**config.mk**
```make
export PLATFORM = sky130hd
export DESIGN_NAME = iq_serial_formatter
export DESIGN_NICKNAME = d
export VERILOG_FILES = /design/src/rtl/iqf_pkg.sv /design/src/rtl/iqf_timing.sv /design/src/rtl/iqf_holding.sv /design/src/rtl/iqf_shifter.sv /design/src/rtl/iq_serial_formatter.sv
export SDC_FILE = /design/constraint.sdc
export NUM_CORES = 1
export LEC_CHECK = 0
export CORE_MARGIN = 5
export CORE_UTILIZATION = 54
export DETAILED_ROUTE_END_ITERATION = 8
export PLACE_DENSITY_LB_ADDON = 0.15
export SLEW_MARGIN = 10
export SYNTH_ARGS = -nofsm -noshare
export SYNTH_HDL_FRONTEND = slang
export SYNTH_HIERARCHICAL = 1
export SYNTH_SLANG_ARGS = --single-unit
export TNS_END_PERCENT = 30
```
**constraint.sdc**
```tcl
create_clock -name clk -period 4.4 [get_ports clk]
set_input_delay 0.66 -clock clk [delete_from_list [all_inputs] [get_ports clk]]
set_output_delay 0.66 -clock clk [all_outputs]
set_load 0.05 [all_outputs]
```
**src/rtl/iqf_pkg.sv**
```systemverilog
package iqf_pkg;
  typedef enum logic {
    FMT_SHARED = 1'b0,
    FMT_SPLIT  = 1'b1
  } fmt_e;
endpackage

```
**src/rtl/iqf_timing.sv**
```systemverilog
// Serial clock, slot and frame sequencing, settling window.
module iqf_timing #(
  parameter int FRAME_SLOTS   = 24,
  parameter int HALF_SLOW     = 2,
  parameter int HALF_FAST     = 1,
  parameter int SETTLE_FRAMES = 12
) (
  input  logic clk,
  input  logic rst,
  input  logic sleep,
  input  logic rate_in,
  output logic run,
  output logic bnd,
  output logic fstart,
  output logic [$clog2(FRAME_SLOTS)-1:0] next_slot,
  output logic muted_next,
  output logic sclk
);
  localparam int HMAX  = (HALF_SLOW > HALF_FAST) ? HALF_SLOW : HALF_FAST;
  localparam int PH_W  = (2 * HMAX > 2) ? $clog2(2 * HMAX) : 1;
  localparam int SLT_W = $clog2(FRAME_SLOTS);
  localparam int SET_W = $clog2(SETTLE_FRAMES + 1);

  logic [PH_W-1:0]  ph_q, last_ph, half_cur, ph_nx;
  logic [SLT_W-1:0] slot_q;
  logic [SET_W-1:0] settle_q;
  logic             rate_q, run_q, sclk_q;

  always_comb begin
    half_cur  = rate_q ? PH_W'(HALF_FAST) : PH_W'(HALF_SLOW);
    last_ph   = rate_q ? PH_W'(2 * HALF_FAST - 1) : PH_W'(2 * HALF_SLOW - 1);
    ph_nx     = ph_q + PH_W'(1);
    bnd       = !sleep && (!run_q || ph_q == last_ph);
    next_slot = (!run_q || slot_q == SLT_W'(FRAME_SLOTS - 1)) ? '0 : slot_q + SLT_W'(1);
    fstart    = bnd && (next_slot == '0);
  end

  assign muted_next = (settle_q != '0);
  assign run        = run_q;
  assign sclk       = sclk_q;

  always_ff @(posedge clk) begin
    if (rst || sleep) begin
      run_q    <= 1'b0;
      ph_q     <= '0;
      slot_q   <= '0;
      sclk_q   <= 1'b0;
      rate_q   <= 1'b0;
      settle_q <= SET_W'(SETTLE_FRAMES);
    end else begin
      run_q <= 1'b1;
      if (bnd) begin
        ph_q   <= '0;
        slot_q <= next_slot;
        sclk_q <= 1'b1;
        if (fstart) begin
          rate_q <= rate_in;
          if (settle_q != '0) settle_q <= settle_q - SET_W'(1);
        end
      end else begin
        ph_q   <= ph_nx;
        sclk_q <= (ph_nx < half_cur);
      end
    end
  end
endmodule

```
**src/rtl/iqf_holding.sv**
```systemverilog
// One-pair holding register with valid/ready capture.
module iqf_holding #(
  parameter int W = 12
) (
  input  logic         clk,
  input  logic         rst,
  input  logic         sleep,
  input  logic         run,
  input  logic         take,
  input  logic         in_valid,
  input  logic [W-1:0] in_i,
  input  logic [W-1:0] in_q,
  output logic         in_ready,
  output logic         pend,
  output logic [W-1:0] hold_i,
  output logic [W-1:0] hold_q
);
  logic pend_q;

  assign in_ready = run && !sleep && !pend_q;
  assign pend     = pend_q;

  always_ff @(posedge clk) begin
    if (rst || sleep) begin
      pend_q <= 1'b0;
      hold_i <= '0;
      hold_q <= '0;
    end else if (take && pend_q) begin
      pend_q <= 1'b0;
    end else if (in_valid && in_ready) begin
      pend_q <= 1'b1;
      hold_i <= in_i;
      hold_q <= in_q;
    end
  end
endmodule

```
**src/rtl/iqf_shifter.sv**
```systemverilog
// Frame shift registers and pin formatting for both layouts.
module iqf_shifter
  import iqf_pkg::*;
#(
  parameter int W = 12
) (
  input  logic         clk,
  input  logic         rst,
  input  logic         sleep,
  input  logic         bnd,
  input  logic         fstart,
  input  logic [$clog2(2*W)-1:0] next_slot,
  input  logic         load_ok,
  input  logic [W-1:0] hold_i,
  input  logic [W-1:0] hold_q,
  input  logic         mode_in,
  output logic         pin_a,
  output logic         pin_b,
  output logic         sync
);
  localparam int FW = 2 * W;

  fmt_e          mode_q, mode_n;
  logic [FW-1:0] wa_q, wb_q, wa_n, wb_n;

  always_comb begin
    mode_n = fstart ? fmt_e'(mode_in) : mode_q;
    if (fstart) begin
      if (!load_ok)              wa_n = '0;
      else if (mode_n == FMT_SPLIT) wa_n = {hold_i, W'(0)};
      else                       wa_n = {hold_i, hold_q};
      wb_n = (load_ok && mode_n == FMT_SPLIT) ? {hold_q, W'(0)} : '0;
    end else begin
      wa_n = {wa_q[FW-2:0], 1'b0};
      wb_n = {wb_q[FW-2:0], 1'b0};
    end
  end

  always_ff @(posedge clk) begin
    if (rst || sleep) begin
      mode_q <= FMT_SHARED;
      wa_q   <= '0;
      wb_q   <= '0;
      pin_a  <= 1'b0;
      pin_b  <= 1'b0;
      sync   <= 1'b0;
    end else if (bnd) begin
      mode_q <= mode_n;
      wa_q   <= wa_n;
      wb_q   <= wb_n;
      pin_a  <= wa_n[FW-1];
      pin_b  <= (mode_n == FMT_SHARED) ? (int'(next_slot) >= W) : wb_n[FW-1];
      sync   <= fstart && load_ok;
    end
  end
endmodule

```
**src/rtl/iq_serial_formatter.sv**
```systemverilog
module iq_serial_formatter #(
  parameter int W             = 12,
  parameter int HALF_SLOW     = 2,
  parameter int HALF_FAST     = 1,
  parameter int SETTLE_SLOTS  = 288
) (
  input  logic         clk,
  input  logic         rst,
  input  logic         sleep,
  input  logic         fmt_split,
  input  logic         fast_rate,
  input  logic         out_enable,
  input  logic         in_valid,
  input  logic [W-1:0] in_i,
  input  logic [W-1:0] in_q,
  output logic         in_ready,
  output logic         sclk,
  output logic         sdata_a,
  output logic         sdata_b,
  output logic         sync,
  output logic         data_oe
);
  localparam int FRAME_SLOTS   = 2 * W;
  localparam int SETTLE_FRAMES = (SETTLE_SLOTS + FRAME_SLOTS - 1) / FRAME_SLOTS;
  localparam int SLT_W         = $clog2(FRAME_SLOTS);

  logic             run, bnd, fstart, muted_next, pend;
  logic [SLT_W-1:0] next_slot;
  logic [W-1:0]     hold_i, hold_q;

  iqf_timing #(
    .FRAME_SLOTS(FRAME_SLOTS), .HALF_SLOW(HALF_SLOW),
    .HALF_FAST(HALF_FAST), .SETTLE_FRAMES(SETTLE_FRAMES)
  ) u_timing (
    .clk(clk), .rst(rst), .sleep(sleep), .rate_in(fast_rate),
    .run(run), .bnd(bnd), .fstart(fstart), .next_slot(next_slot),
    .muted_next(muted_next), .sclk(sclk)
  );

  iqf_holding #(.W(W)) u_hold (
    .clk(clk), .rst(rst), .sleep(sleep), .run(run), .take(fstart),
    .in_valid(in_valid), .in_i(in_i), .in_q(in_q), .in_ready(in_ready),
    .pend(pend), .hold_i(hold_i), .hold_q(hold_q)
  );

  iqf_shifter #(.W(W)) u_shift (
    .clk(clk), .rst(rst), .sleep(sleep), .bnd(bnd), .fstart(fstart),
    .next_slot(next_slot), .load_ok(pend && !muted_next),
    .hold_i(hold_i), .hold_q(hold_q), .mode_in(fmt_split),
    .pin_a(sdata_a), .pin_b(sdata_b), .sync(sync)
  );

  always_ff @(posedge clk) begin
    if (rst) data_oe <= 1'b0;
    else     data_oe <= out_enable && !sleep;
  end
endmodule

```
==> impl_metrics.ini, run 1 <==
[synthesis]
post-synth-top-area-fraction_pct = 39.88
number_of_synthesized_flops_with_an_enable_pin = 0
number_of_unique_standard_cell_types_used_by_synthesis = 50
netlist_instances = 428
synth_top_area_cell = dfxtp_1
post_synth_main_area_contributors = dfxtp_1 (40%), nor3b_1 (9.4%), mux2_4 (7.3%), a31oi_1 (5.4%), nand2_1 (5.1%)
synth-async-reset-ratio_pct = 0
postSynthAreaPerCell_um2 = 9.147
synth.ff_latch_count = 78
yosys_most_used_dff = dfxtp_1
postSynthNetCount = 462
post_synth_most_frequent_cells = dfxtp_1 (78), nand2_1 (53), nor3b_1 (49)
synth_sequential_area_ratio_pct = 39.88
yosysMostFrequentCell = dfxtp_1
synth.cell_area_um2 = 3915
yosys_warn_count = 6

[clock_network]
insertion_delay_ns = 0.34
clock_sink_count = 78
number_of_cts_inserted_buffers = 9
hold_fix_buffers_at_cts = 0
post_cts.resized_instances = 0
clock-root-buffer = clkbuf_8
clk_path_buf_depth = 2
setup_bufs_post_cts = 0
h-tree-depth = 3
clkTransAtPathRegs_ns = 0.08
cts_tree = done

[placement]
numPortBuffers = 36
gp_weighted_congestion = 0.8628
dp_hpwl_mm = 5.436
placed_cell_area_um2 = 4252

[grt]
globalRoute.totalOverflow = 0
vias_in_the_first_global_route = 3006
grt_first_pass_wirelength_mm = 14.32
grt_max_degree = 43
grtUsageTotal_pct = 19.69
antenna_found_initial = 0

[worst_setup_path]
critical-path-max-stage-delay_ns = 0.74
setup.worst_path.class = flip-flop to flip-flop
end_kind = flip-flop
cell_by_cell_trace_of_the_critical_path = ha_1 -> or3_4 -> a311o_1 -> nor2_2 -> buf_4 -> and3_1 -> nand3_1 -> a31oi_1
timing.critical_path.fanout_max = 41
data_arrival_at_the_endpoint_of_the_critical_path_ns = 3.45
timing.critical_path.slowest_stage_cell = and3_1
timing.critical_path.required_ns = 4.66
setup.worst_path.start_class = flip-flop

[finish]
area_delta_synth_final_pct = 13.65
nNetsFinal = 481
antenna-diode-count = 0
fin_area_um2 = 4449
final_layout_size_suffix_gt1_share_pct = 13.72

[detailed_routing]
firstDrtPassIters = 5
routed-wl-met2_mm = 3.812
drtIter0Drc = 180
routed-wl-met3_um = 338
detail_route.wirelength.met1_mm = 4.089
final_antenna_net_count = 0
vias = 3144
detail_route.wirelength_mm = 8.337
maxUsedRoutingLayer = met4
remaining_drc_errors = 0
wl_per_instance_um = 15.13
drt-vias-per-instance = 5.706

[sta]
tightest_slew_ns = 1.156
unrepaired_setup_endpoints_after_global_routing = false
timing.final.max_slew_violations = 0
setup_violations = 0
setup-tns-final_ns = 0
final.min_clock_period_ns = 3.192
max_slew_margin_pct = 20.73
finalClockSkew_ns = 0.01147
period_share_pct = 72.55
final-hold-violation-count = 0
max_clock_freq_ghz = 0.3133

[floorplan]
die_w_um = 95.15
boundaryPins = 37
die_y_um = 95.15
die-area_um2 = 9053
placeableCoreArea_um2 = 7137
start_util_pct = 54.86
floorplan.rows = 31

[power_and_ir_drop]
ir_worst_vdd_mv = 0.2457
p_leak_uw = 0.001428
powerDensity_nw_per_um2 = 317.1

[status]
outcome = finished, final reports clean

[hold_path]
hold_path_class = flip-flop to flip-flop

[run]
max_cap_violations = 0
==> critical path: cells and delay by family (launching register included) <==
family	cells	cell delay [ns]
buf+inv	1	0.34
simple gates	4	1.47
compound gates	2	0.60
flops	1	0.36
fa+ha+maj	1	0.34
==> per-layer routing <==
| layer | vias up | track usage (%) |
|---|---|---|
| li1 | 1571 | - |
| met1 | 1495 | 28.20 |
| met2 | 72 | 30.09 |
| met3 | 6 | 3.236 |
| met4 | 0 | 6.490 |
| met5 | - | 0 |
==> report_power, final <==
| group | switching, µW | internal, µW | leakage (µW) |
|---|---|---|---|
| Combinational | 82.1 | 65.3 | 0.000698 |
| Sequential | 8.03 | 716 | 0.000631 |
| Clock | 262 | 278 | 0.0000997 |
==> cell families after synthesis <==
family	Yosys count	share of synthesized area (%)
fa+ha+maj	3	0.9589
buf+inv	40	5.688
mux	26	9.268
simple gates	199	30.14
compound gates	78	13.17
flops	78	39.89
xor+xnor	4	0.8950
==> through the flow <==
stage	setup WS (ns)	std cells	hold slack [ns]	util, %	total power (µW)
floorplan	1.605	428	0.4413	-	838.4
global route	0.9783	551	0.4864	62.34	1471
CTS	1.233	551	0.4683	62.34	1423
finish	1.208	551	0.4673	62.34	1411
global placement	1.396	535	0.4519	59.57	884.9
detailed placement	1.267	535	0.4552	59.57	886.8
==> placed cells by master, fill, tap and decap left out, drive strengths merged, types with 2 or more instances in the layout <==
cell type / n
or2: 3
nor3: 4
nand4: 3
mux2: 25
xor2: 3
a311o: 2
nand2b: 15
clkdlybuf4s50: 34
a31oi: 34
nor2b: 2
o21ai: 16
inv: 5
a21boi: 3
nor3b: 50
ha: 3
nand3: 23
nor2: 13
clkbuf: 11
dfxtp: 78
and2: 3
nand2: 53
buf: 10
o21a: 2
a311oi: 2
nand3b: 22
and3: 3
a21oi: 14
clkinv: 2
==> area by class of cell <==
type | instances | area (µm²)
clock buffers | 11 | 141.4
multi-input cells | 310 | 2141
flip-flops and latches | 78 | 1562
repair buffers | 44 | 410.4
fillers | 641 | 2688
inverters | 4 | 15.01
well taps | 99 | 123.9
clock inverters | 5 | 56.30
==> flip-flops by register name, indices dropped and copies added, names as in the netlist <==
name               cells
u_timing/run           1
u_timing/ph_q          2
u_shift/pin_b          1
u_hold/hold_q         12
u_shift/mode_q         1
u_hold/hold_i         12
u_timing/settle_q      4
u_timing/sclk          1
u_shift/pin_a          1
u_shift/sync           1
u_shift/wa_q          23
data_oe                1
u_hold/pend            1
u_timing/rate_q        1
u_timing/slot_q        5
u_shift/wb_q          11
==> worst paths after layout <==
check	from	to	slack, ns	depth (start not counted)
min	u_shift/wb_q[12]	u_shift/wb_q[12]	0.47	2
max reg2reg	u_timing/slot_q[0]	u_shift/wa_q[3]	1.21	8
min reg2reg	u_shift/wb_q[12]	u_shift/wb_q[12]	0.47	2
max	u_timing/slot_q[0]	u_shift/wa_q[3]	1.21	8
Power figures use the tool's default switching activity.
==> run 2, diff against run 1 <==
==> constraint.sdc (replaced) <==
create_clock -name clk -period 2.95 [get_ports clk]
set_input_delay 0.4425 -clock clk [delete_from_list [all_inputs] [get_ports clk]]
set_output_delay 0.4425 -clock clk [all_outputs]
set_load 0.05 [all_outputs]
==> run 2 against run 1 <==
- design area rose by 1.0%
- global-route usage rose by 0.48 points
- hold slack about the same
- setup slack worse by 0.92 ns
- non-clock buffer count is 3 higher
- sequential share of layout area down 0.35 points
- register-to-register slack worse by 0.92 ns
- die area unchanged
- sequential cell count unchanged
==> impl_metrics.ini, run 2 (synthesis results as in run 1) <==
[status]
outcome = finished, final reports clean

[sta]
max_slew_margin_pct = 50.37
max_clock_freq_ghz = 0.3757
setup_violations = 0
tightest_slew_ns = 0.7418
setup_ws_ns = 0.2881
setup-tns-final_ns = 0
final-hold-violation-count = 0
period_share_pct = 90.23
final.min_clock_period_ns = 2.662
timing.final.max_slew_violations = 0
finalClockSkew_ns = 0.01139
unrepaired_setup_endpoints_after_global_routing = false

[hold_path]
hold_path_class = flip-flop to flip-flop

[floorplan]
die_y_um = 95.15
start_util_pct = 54.86
die_w_um = 95.15
placeableCoreArea_um2 = 7137
boundaryPins = 37
floorplan.rows = 31
die-area_um2 = 9053

[run]
max_cap_violations = 0

[detailed_routing]
firstDrtPassIters = 5
vias = 3184
final_antenna_net_count = 0
wl_per_instance_um = 15.37
remaining_drc_errors = 0
drtIter0Drc = 192
detail_route.wirelength_mm = 8.497
drt-vias-per-instance = 5.758

[finish]
nNetsFinal = 484
top_reg_by_flops = u_shift/wa_q
mostFrequentLayoutCell = dfxtp_1
final_layout_size_suffix_gt1_share_pct = 14.32
layout.cells.most_common_list = dfxtp_1 (78), nand2_1 (53), nor3b_1 (49)
antenna-diode-count = 0
reg.largest.list = u_shift/wa_q x23, u_hold/hold_i x12, u_hold/hold_q x12
area_delta_synth_final_pct = 14.80
largest_register_ff_count = 23

[worst_setup_path]
end_kind = flip-flop
timing.critical_path.required_ns = 3.22
crit_buf_inv = 0
critical-path-max-stage-delay_ns = 0.42
setup.worst_path.class = flip-flop to flip-flop
setup.worst_path.start_class = flip-flop
cell_by_cell_trace_of_the_critical_path = ha_1 -> or3_4 -> a311o_1 -> nor2_2 -> and2_2 -> nand2_1 -> a31oi_1
timing.critical_path.fanout_max = 14
cell_class_contributing_the_biggest_share_of_worst_path_delay = simple AND/OR/NAND/NOR gates
timing.critical_path.slowest_stage_cell = and2_2
data_arrival_at_the_endpoint_of_the_critical_path_ns = 2.93

[power_and_ir_drop]
internal_power_uw = 1666
powerDensity_nw_per_um2 = 488.1
fin_total_pwr_uw = 2193
power_frac_comb_pct = 10.2
p_leak_uw = 0.001456
seq_power_share_pct = 49.2
clock_network_fraction_of_design_power_pct = 40.6
psw_uw = 527.6
ir_worst_vdd_mv = 0.3094
switching_share_pct = 24.05

[clock_network]
number_of_cts_inserted_buffers = 9
clock-root-buffer = clkbuf_8
clk_path_buf_depth = 2
cts_tree = done
clkTransAtPathRegs_ns = 0.08
setup_bufs_post_cts = 0
h-tree-depth = 3
clock_sink_count = 78
insertion_delay_ns = 0.35
post_cts.resized_instances = 0
hold_fix_buffers_at_cts = 0

[grt]
antenna_found_initial = 0
vias_in_the_first_global_route = 3030
grt_max_degree = 30
grtUsageTotal_pct = 20.17
globalRoute.totalOverflow = 0
grt_first_pass_wirelength_mm = 14.48

[placement]
dp_hpwl_mm = 5.599
gp_weighted_congestion = 0.8051
place_worst_setup_slack_ns = 0.3128
numPortBuffers = 36
-- run 2: cell types whose count changed in the layout (fill, tap and decap cells not counted) --
cell	change
buf_4	+3
clkinv_2	-1
bufinv_16	+1
clkinv_4	+1
clkinvlp_4	-1
clkbuf_1	-1
-- run 2: layout make-up --
cell class                 count  area [µm²]
clock buffer                  10       137.6
multi-input combinational    310        2141
tap                           99       123.9
fill                         631        2643
inverter                       4       15.01
sequential                    78        1562
timing repair buffer          47       432.9
clock inverter                 5       82.58
-- run 2: path summary, 6_finish.rpt --
| kind | from | end | slack, ns | depth (start not counted) |
|---|---|---|---|---|
| hold / removal | u_hold/hold_i[11] | u_shift/pin_a | 0.47 | 2 |
| setup / recovery | u_timing/slot_q[0] | u_shift/wa_q[13] | 0.29 | 7 |
| hold reg to reg | u_hold/hold_i[11] | u_shift/pin_a | 0.47 | 2 |
| setup reg to reg | u_timing/slot_q[0] | u_shift/wa_q[13] | 0.29 | 7 |
-- run 2: power by group through the flow --
stage	Sequential, µW	Clock [µW]	Combinational, µW
floorplan	1110	0	142
global placement	1100	0	219
detailed placement	1100	0	222
CTS	1080	911	224
global route	1080	968	242
finish	1080	891	224
-- run 2: tightest hold or removal path, cell delays in order (launching register included) --
cell and delay [ns]:
dfxtp_1 0.31, nand2_1 0.05, a31oi_1 0.06
-- run 2: metal layers --
metal	routed length [µm]	GRT usage, %	vias up	part of all wire (%)
li1	-	-	1573	-
met1	4056	28.13	1520	48
met2	3922	29.97	78	46
met3	378	5.919	13	4.4
met4	140	6.250	0	1.6
met5	0	0	-	0
-- run 2: stage by stage --
step                      area (µm²)  hold slack (ns)  cells  utilization (%)
after floorplan                 3915           0.4413    428                -
after CTS                       4494           0.4710    553            62.97
after global placement          4274           0.4526    538            59.89
after detailed placement        4274           0.4595    538            59.89
final                           4494           0.4670    553            62.97
after global routing            4494           0.4929    553            62.97
==> run 3, diff against run 2 <==
--- a/config.mk
+++ b/config.mk
@@ -12,6 +12,5 @@
 export SLEW_MARGIN = 10
 export SYNTH_ARGS = -nofsm -noshare
 export SYNTH_HDL_FRONTEND = slang
-export SYNTH_HIERARCHICAL = 1
 export SYNTH_SLANG_ARGS = --single-unit
 export TNS_END_PERCENT = 30
==> run 3 against run 2 <==
- non-clock buffer count stayed put
- die area down 14%
- cell count decreased by 5.4%
- routed wire length shrank 9.5%
- area after synthesis shrank 16%
- maximum frequency is 9.9% higher
- global-route usage rose by 1.4 points
- critical endpoint is now u_timing.settle_q[3]
- highest routed layer unchanged
==> impl_metrics.ini, run 3 <==
[clock_network]
clkTransAtPathRegs_ns = 0.08
insertion_delay_ns = 0.35
post_cts.resized_instances = 0
clock-root-buffer = clkbuf_8
hold_fix_buffers_at_cts = 0
h-tree-depth = 3
clock_sink_count = 78
number_of_cts_inserted_buffers = 9
clk_path_buf_depth = 2
cts_tree = done
setup_bufs_post_cts = 0

[worst_setup_path]
end_kind = flip-flop
data_arrival_at_the_endpoint_of_the_critical_path_ns = 2.71
timing.critical_path.required_ns = 3.24
reg2reg_setup_slack_ns = 0.53
r2r_end = u_timing.settle_q[3]
critPathLaunch = u_timing.slot_q[0]
worst_r2r_path_depth = 6
rr_startpoint = u_timing.slot_q[0]
setup.worst_path.class = flip-flop to flip-flop
timing.critical_path.fanout_max = 41
setup.worst_path.start_class = flip-flop

[sta]
max_clock_freq_ghz = 0.4130
period_share_pct = 82.08
timing.final.max_slew_violations = 0
max_slew_margin_pct = 43.78
final.min_clock_period_ns = 2.421
finalClockSkew_ns = 0.008711
tightest_slew_ns = 0.8433
setup_violations = 0
unrepaired_setup_endpoints_after_global_routing = false
final-hold-violation-count = 0
setup-tns-final_ns = 0

[detailed_routing]
firstDrtPassIters = 4
final_antenna_net_count = 0
drt-vias-per-instance = 5.654
vias = 2957
remaining_drc_errors = 0
drtIter0Drc = 303
detail_route.wirelength_mm = 7.691
wl_per_instance_um = 14.71

[synthesis]
postSynthNetCount = 452
number_of_unique_standard_cell_types_used_by_synthesis = 43
netlist_instances = 417
postSynthAreaPerCell_um2 = 7.894
muxShareOfSynthArea_pct = 0.6081
synth_top_area_cell = dfxtp_1
post_synth_most_frequent_cells = dfxtp_1 (78), nand2_1 (75), a21oi_1 (69)
largest_family_of_logic_cells_by_synthesized_area = compound AO/OA/AOI/OAI gates
post_synth_and_or_nand_nor_area_fraction_pct = 20.75
yosys_most_used_dff = dfxtp_1
synth.cell_area_um2 = 3292
synth.ff_latch_count = 78
post_synth_main_area_contributors = dfxtp_1 (47%), a21oi_1 (10%), o21ai_0 (10%), nand2_1 (8.6%), nand3_1 (4.3%)
number_of_synthesized_flops_with_an_enable_pin = 0
synth_sequential_area_ratio_pct = 47.43
synth_compound_area_share_pct = 23.98
yosysMostFrequentCell = dfxtp_1
yosys_warn_count = 0
post-synth-top-area-fraction_pct = 47.43
adder_cell_share_of_the_synthesized_area_pct = 1.520
synth_xor_xnor_area_share_pct = 0.7982
synth-async-reset-ratio_pct = 0

[finish]
final_layout_size_suffix_gt1_share_pct = 8.259
layout.cells.most_common_list = dfxtp_1 (78), nand2_1 (75), a21oi_1 (69)
multi_input_comb_area_um2 = 1582
top_reg_by_flops = u_shift.wa_q
fillers = 506
fin_area_um2 = 3960
largest_register_ff_count = 23
nNetsFinal = 478
mostFrequentLayoutCell = dfxtp_1
area_delta_synth_final_pct = 20.30
reg.largest.list = u_shift.wa_q x23, u_hold.hold_i x12, u_hold.hold_q x12
post_layout_nonfiller_instances = 523
final-seq-area_um2 = 1562
antenna-diode-count = 0

[power_and_ir_drop]
seq_power_share_pct = 47.9
psw_uw = 522.6
internal_power_uw = 1772
powerDensity_nw_per_um2 = 579.5
power_frac_comb_pct = 8.5
ir_worst_vdd_mv = 0.3840
switching_share_pct = 22.77
clock_network_fraction_of_design_power_pct = 43.6
p_leak_uw = 0.001330

[grt]
grtUsageTotal_pct = 21.58
grt_max_degree = 42
vias_in_the_first_global_route = 2857
grt_first_pass_wirelength_mm = 13.17
antenna_found_initial = 0
globalRoute.totalOverflow = 0

[placement]
dp_hpwl_mm = 4.680
dpl.cell_count = 507
gp_weighted_congestion = 0.8569
placed_cell_area_um2 = 3704
numPortBuffers = 36

[floorplan]
die-area_um2 = 7757
die_w_um = 88.08
die_y_um = 88.08
floorplan.rows = 28
start_util_pct = 55.60
placeableCoreArea_um2 = 5921
boundaryPins = 37

[hold_path]
hold_path_class = flip-flop to flip-flop
min_delay_worst_endpoint = u_hold.hold_i[11]
whs_path_depth = 2
hold_start = u_hold.hold_i[11]

[status]
outcome = finished, final reports clean

[run]
max_cap_violations = 0
## run 3: logic make-up after synthesis
family,Yosys count
buf+inv,39
simple gates,143
xor+xnor,3
fa+ha+maj,4
flops,78
compound gates,148
mux,2
## run 3: worst max path at each step
stage / to / depth (start not counted)
2_1_floorplan: u_hold.hold_q[4] / 8
3_3_place_gp: u_timing.settle_q[3] / 6
3_5_place_dp: u_timing.settle_q[3] / 6
4_1_cts: u_timing.settle_q[3] / 6
5_1_grt: u_timing.settle_q[3] / 6
6_report: u_timing.settle_q[3] / 6
## run 3: through the flow
| stage | hold WS, ns | util, % | total power (µW) | setup slack [ns] |
|---|---|---|---|---|
| final | 0.4570 | 66.88 | 2295 | 0.5285 |
| after floorplan | 0.4287 | - | 1236 | 0.2832 |
| after detailed placement | 0.4491 | 62.55 | 1317 | 0.5682 |
| after global routing | 0.4820 | 66.88 | 2386 | 0.4308 |
| after CTS | 0.4618 | 66.88 | 2307 | 0.5524 |
| after global placement | 0.4429 | 62.55 | 1313 | 0.6100 |
## run 3: routing by layer
metal | share of wire [%] | track usage [%]
met1 | 44 | 27.38
met2 | 48 | 36.64
met3 | 6.8 | 3.387
met4 | 1.3 | 8.791
met5 | 0 | 0
## run 3: power groups by stage
stage / combinational [µW] / sequential (µW) / clock, µW
after floorplan: 113 / 1120 / 0
after global placement: 191 / 1120 / 0
after detailed placement: 194 / 1120 / 0
after CTS: 196 / 1100 / 1010
after global routing: 220 / 1100 / 1060
final: 196 / 1100 / 1000
## run 3: cell type report
cell class                      instances  area share, %
Sequential cell                        78          39.43
Tap cell                               75          2.370
Inverter                                7         0.6635
Multi-Input combinational cell        300          39.94
Clock inverter                          5          2.654
Clock buffer                           11          3.823
Timing Repair Buffer                   47          11.12
## run 3: critical path, cell delays in order (launching register included)
cell      delay [ns]
dfxtp_1         0.41
ha_1            0.26
nand2b_1        0.16
o311a_4         0.41
or3_4           0.51
or4_1           0.52
nand3_1         0.09
